## src/rtl/paged_reg_xlate.sv

```systemverilog
module paged_reg_xlate #(
  parameter int CMD_AW     = 5,
  parameter int PAGE_W     = 7,
  parameter int DATA_W     = 24,
  parameter int USED_PAGES = 4
) (
  input  logic                       clk,
  input  logic                       rst_n,
  input  logic [CMD_AW-1:0]          cmd_addr,
  input  logic                       cmd_wr,
  input  logic                       cmd_rd,
  input  logic [DATA_W-1:0]          cmd_wdata,
  output logic [DATA_W-1:0]          cmd_rdata,
  output logic [PAGE_W+CMD_AW-1:0]   bus_addr,
  output logic                       bus_wr,
  output logic                       bus_rd,
  output logic [DATA_W-1:0]          bus_wdata,
  input  logic [DATA_W-1:0]          bus_rdata,
  output logic [PAGE_W-1:0]          page
);

  localparam logic [CMD_AW-1:0] SLOT     = '1;
  localparam bit                ALL_USED = USED_PAGES >= (1 << PAGE_W);
  localparam logic [PAGE_W-1:0] PAGE_LIM = PAGE_W'(USED_PAGES);

  logic hit_slot, page_ok;

  assign hit_slot = (cmd_addr == SLOT);
  assign page_ok  = ALL_USED || (page < PAGE_LIM);

  always_ff @(posedge clk or negedge rst_n) begin
    if (!rst_n)
      page <= '0;
    else if (cmd_wr && hit_slot)
      page <= cmd_wdata[PAGE_W-1:0];
  end

  assign bus_addr  = {page, cmd_addr};
  assign bus_wr    = cmd_wr && !hit_slot && page_ok;
  assign bus_rd    = cmd_rd && !hit_slot && page_ok;
  assign bus_wdata = cmd_wdata;
  assign cmd_rdata = bus_rd ? bus_rdata : '0;


  p_page_reset_r1: assert property (@(posedge clk)
    (rst_n && !$past(rst_n)) |-> (page == '0));

  p_page_load_r3: assert property (@(posedge clk) disable iff (!rst_n)
    (cmd_wr && cmd_addr == SLOT) |=> (page == $past(cmd_wdata[PAGE_W-1:0])));

  p_page_hold_r9: assert property (@(posedge clk) disable iff (!rst_n)
    !(cmd_wr && cmd_addr == SLOT) |=> $stable(page));


  p_slot_private_r5: assert property (@(posedge clk) disable iff (!rst_n)
    (cmd_addr == SLOT) |-> (!bus_wr && !bus_rd && cmd_rdata == '0));

  p_unpop_quiet_r7: assert property (@(posedge clk) disable iff (!rst_n)
    (!ALL_USED && page >= PAGE_LIM) |-> (!bus_wr && !bus_rd && cmd_rdata == '0));

  p_wr_pass_r6: assert property (@(posedge clk) disable iff (!rst_n)
    (cmd_wr && cmd_addr != SLOT && (ALL_USED || page < PAGE_LIM)) |-> (bus_wr && bus_wdata == cmd_wdata));

  p_rd_pass_r8: assert property (@(posedge clk) disable iff (!rst_n)
    (cmd_rd && cmd_addr != SLOT && (ALL_USED || page < PAGE_LIM)) |-> (bus_rd && cmd_rdata == bus_rdata));

endmodule

```

## config.mk

```make
export PLATFORM = sky130hd
export DESIGN_NAME = paged_reg_xlate
export DESIGN_NICKNAME = d
export VERILOG_FILES = /design/src/rtl/paged_reg_xlate.sv
export SDC_FILE = /design/constraint.sdc
export NUM_CORES = 1
export LEC_CHECK = 0
export ABC_AREA = 0
export BUFFER_PORTS_ARGS = -buffer_cell sky130_fd_sc_hd__buf_2
export CAP_MARGIN = 10
export CORE_UTILIZATION = 28
export CTS_BUF_LIST = sky130_fd_sc_hd__clkbuf_16
export DETAILED_ROUTE_END_ITERATION = 12
export HOLD_SLACK_MARGIN = 0.02
export PLACE_DENSITY = 0.8
export RECOVER_POWER = 100
export SLEW_MARGIN = 20
export SYNTH_ARGS = -nofsm -noshare
export SYNTH_HDL_FRONTEND = slang
export SYNTH_SLANG_ARGS = --single-unit
export TNS_END_PERCENT = 5
```

## constraint.sdc

```tcl
create_clock -name clk -period 2.4 [get_ports clk]
set_clock_uncertainty 0.1 [all_clocks]
set_input_delay 0.36 -clock clk [delete_from_list [all_inputs] [get_ports clk]]
set_output_delay 0.36 -clock clk [all_outputs]
set_load 0.02 [all_outputs]
```

Yosys cells after proc, flatten, opt, wreduce, memory -nomap -nowiden. Index checks and enable logic that the tools add are counted.

Memories: 0. Register bits after elaboration: 7. Logic and storage cells: 10. Memory bits (writable): 0. Bits in latches: 0. Bits of input ports: 57. Output and inout bits: 69. ROM bits: 0.

$mul: 0. Order comparisons: 1. $add $sub $neg: 0. Eq/ne operators: 1. Reduce and logical (&&, ||, !) cells: 6. Bitwise operators: 0. Mux-type cells: 1. Div/mod/pow operators: 0. Shifts and indexed selects: 0.

Operator list (count): 24-bit 2-to-1 mux (1); 7-bit by 3-bit less-than comparator with 1-bit output, second input constant (1); 5-bit equality test, second input constant (1); 1-bit logical AND (5); 1-bit logical NOT (1).

Logic depth before layout (Yosys ltp).
Word-level depth: 5. Depth in mapped cells: 4. Mapped depth without buffers: 3.

Worst setup path after synthesis. Ideal clock, no wire load.

Path type: register -> output. From: reg page[5]. To: out cmd_rdata[10]. Cell stages (with the launch flop): 5. Arrival: 1.767 ns. Data required time: 1.940 ns. Path slack: 0.173 ns. Path buffers: 1. Cells stage by stage: dfrtp_1 > or4_4 > a211oi_4 > buf_6 > and3_1.

Cells in the longest elaborated chain, start to end: 3.

RTL lines: start: declaration (line 19) `output logic [PAGE_W-1:0] page`; start signal: assignment (line 35) `page <= cmd_wdata[PAGE_W-1:0];`; 7-bit by 3-bit less-than comparator with 1-bit output (line 29) `assign page_ok = ALL_USED || (page < PAGE_LIM);`; 1-bit logical AND (line 40) `assign bus_rd = cmd_rd && !hit_slot && page_ok;`; 24-bit 2-to-1 mux (line 42) `assign cmd_rdata = bus_rd ? bus_rdata : '0;`; end: declaration (line 13) `output logic [DATA_W-1:0] cmd_rdata,`.

No other way between the ends.

Worst setup path in the final report.
From: reg page[5]. To: out cmd_rdata[19].

Same word-level chain as after synthesis.

==> PnR_summary.wiki <==
{| class="wikitable"
! Metric !! Value
|-
| Run status || finished, final reports clean
|-
| Actual slew at the worst max-slew pin || between 300 and 400 ps
|-
| Worst path arrival time || 1910 ps
|-
| Number of detailed-route iterations in the first pass || 3
|-
| Hold Violations, Final || 0
|-
| Global-route wire length before repair || 3049 µm
|-
| Number of failing setup endpoints in the final timing report || 0
|-
| Reg-to-reg critical path startpoint || page[5]$_DFFE_PN0P_
|-
| Summed instance area of the synthesized netlist || 774.5 µm²
|-
| Aggregate routed wire length || 2479 µm
|-
| Post-route core utilization || 48.67%
|-
| DRT antenna net count || 0
|-
| Class of the tightest hold or removal check || in -> reg
|-
| Area growth from synthesis to layout || 59.94%
|-
| DIE AREA || about 3000 µm²
|-
| Row Count || 18
|-
| Area share of the largest cell type after synthesis || 34.89%
|-
| Proportion of layout cells with a drive suffix above 1 || 64.83%
|-
| Total number of vias || 787
|-
| Post-route met1 wirelength || between 800 and 900 µm
|-
| Average cell area after synthesis || 9.112 µm²
|-
| I/O Pins || 126
|-
| Number of standard cells in the final layout excluding fillers || 175
|-
| Peak VDD IR || 0.0006340 V
|-
| Final max-slew violation count || 0
|-
| Detail-routed via count per cell || 4.497
|-
| Clock tree from TritonCTS || yes
|-
| Post-layout instance area || 1239 µm²
|-
| Pin count of the biggest net entering global routing || 26
|-
| Effective utilization at floorplan || a little under a third
|-
| Area taken by multi-input logic gates || 295.3 µm²
|-
| Type of the setup path with the least slack || reg -> out
|-
| Die height || between 50 and 60 µm
|-
| Root buffer cell || clkbuf_16
|-
| Count of mapped cells out of synthesis || 85
|-
| Registers with the highest flip-flop counts || page x7
|-
| Die Wd || around 55 µm
|-
| Count of cells along the worst register-to-register path || 2
|-
| Crit path capture || cmd_rdata[19]
|-
| Endpoint kind of the worst setup timing path || output port
|-
| GRT Total Usage || 14.43%
|-
| Maximum fanout count along the critical path || 13
|-
| RSZ-0062 raised after global routing || yes
|-
| Clock latency of the later-clocked register in the worst-skew pair || 230 ps
|-
| Clock Tree Buf Depth || 2
|-
| Post-Synthesis Net Count || 142
|-
| Synth top area cells || buf_4, dfrtp_1, and3_1
|-
| Met3 layer wire length in the routed design || 268 µm
|-
| Maximum level of the CTS H-tree || 1
|-
| RR Endpoint || page[5]$_DFFE_PN0P_
|-
| Worst slew slack as a fraction of its limit || 74.73%
|-
| Register with the most flip-flops || page
|-
| Average wire length per cell after detail routing || 14.17 µm
|-
| Number of synthesis warnings || 0
|-
| Met2 Wirelength || 1386 µm
|-
| Sequential cell area || 175.2 µm²
|-
| Post-Place Cells || ~170
|-
| Launch point of the critical path || page[5]$_DFFE_PN0P_
|-
| Library cell with the largest summed area after synthesis || buf_4
|-
| Critical Path Start Type || flop
|-
| Placement-stage cell area || between 900 and 1000 µm²
|-
| Number of flip-flops in the largest register || 7
|-
| Final weighted congestion in routability-driven placement || 0.7567
|-
| Final setup TNS || 0 ps
|-
| Clk pin slew, worst setup/hold paths || 40 ps
|-
| Port-buffer cells || 91
|-
| DR top layer || met4
|-
| Core region area || 2545 µm²
|-
| Worst reg2reg setup slack || between 1000 and 1500 ps
|-
| Inserted Clock Buffers || 3
|-
| Drc violations || 0
|-
| Number of global-route vias before repair || 681
|-
| Final net count || 203
|-
| Sequence of cells on the critical path || or4_4 > a211oi_4 > buf_6 > buf_16 > and3_1 > buf_4
|-
| Part of the Yosys area used for sequential elements || 22.62%
|-
| FILL cells || 247
|-
| Clock period minus final worst setup slack || 2367 ps
|-
| Tcrit/Tclk final || 98.64%
|-
| Maximum Capacitance Violations || 0
|-
| Iter 0 DRT Violations || 6
|-
| Worst path slowest cell || or4_4
|-
| Total power after layout || 0.9120 mW
|-
| Global-route congestion overflow total || 0
|-
| Post-detailed-placement half-perimeter wirelength || around 1900 µm
|-
| Antenna violations before repair || 0
|-
| Critical path data required time || just under 2000 ps
|-
| Static power due to leakage || 0.7232 nW
|-
| Worst path max stage delay || roughly 550 ps
|-
| Maximum operating frequency || between 0.4 and 0.5 GHz
|-
| Clock Sinks || 7
|-
| Total power density per cell area || 736.3 nW/µm²
|-
| Distinct cell type count after synthesis || 11
|-
| Diodes inserted || 0
|-
| Post-synthesis register bit count || 7
|}
-- per-stage QoR --
step / hold WS [ps] / setup slack [ps]
floorplan: -35.59 / 173.3
global placement: 94.02 / 239.7
detailed placement: 95.34 / 207.0
CTS: 277.6 / 6.680
global route: 278.6 / -60.75
finish: 278.4 / 32.66
-- synthesized netlist by cell type (all sizes together) --
library cell	count
clkbuf	3
buf	38
mux2	7
and3	25
or4	1
and4	1
dfrtp	7
and2	2
a211oi	1
-- where the power goes --
part	leakage (nW)	switching (mW)	internal, mW
registers	0.0895	0.0216	0.142
logic	0.591	0.245	0.224
clock network	0.0423	0.0627	0.217
-- worst max-delay path: cells and delay by family (launching register included) --
family          cells  cell delay (ps)
flops               1              370
simple gates        2              720
compound gates      1              170
buf+inv             3              420
-- cell usage in the layout (no fill, tap or decap), drive strengths merged --
| cell | synthesis | final |
|---|---|---|
| a211oi | 1 | 1 |
| and2 | 2 | 2 |
| and3 | 25 | 25 |
| dlygate4sd3 | 0 | 1 |
| dfrtp | 7 | 7 |
| inv | 0 | 1 |
| and4 | 1 | 1 |
| mux2 | 7 | 7 |
| clkbuf | 3 | 23 |
| buf | 38 | 76 |
| or4 | 1 | 1 |
-- how the worst min path moves through the flow --
stage | start | slack [ps] | to | depth (start not counted)
2_1_floorplan | rst_n | -40 | page[0]$_DFFE_PN0P_ | 0
3_3_place_gp | rst_n | 90 | page[0]$_DFFE_PN0P_ | 1
3_5_place_dp | rst_n | 100 | page[0]$_DFFE_PN0P_ | 1
4_1_cts | cmd_wdata[2] | 280 | page[2]$_DFFE_PN0P_ | 2
5_1_grt | cmd_wdata[0] | 280 | page[0]$_DFFE_PN0P_ | 2
6_report | cmd_wdata[2] | 280 | page[2]$_DFFE_PN0P_ | 2
-- per-layer routing --
layer,global-route usage [%],vias up
met2,31.12,70
met1,13.86,343
met3,1.111,3
met5,0,-
li1,-,371
met4,3.846,0
-- repair_timing --
item	in CTS	in global routing
buffers inserted	2	1
hold buffers	1	0
endpoints found under the setup margin	24	25
endpoints found under the hold margin	7	0
gates cloned	1	0
gates resized for setup	7	40
pin swaps	1	0
-- kinds of logic after synthesis --
logic type / count (synthesis) / synth area share, %
muxes: 7 / 10.18
AOI/OAI and AO/OA: 1 / 2.585
DFF: 7 / 22.62
and+or+nand+nor: 29 / 25.36
buffers and inverters: 41 / 39.26
-- layout make-up --
| type | instances | area share [%] |
|---|---|---|
| timing repair buffer | 97 | 52.63 |
| multi-input combinational | 37 | 23.84 |
| sequential | 7 | 14.14 |
| clock buffer | 3 | 6.061 |
| tap | 30 | 3.030 |
| clock inverter | 1 | 0.3030 |
Power figures use the tool's default switching activity.
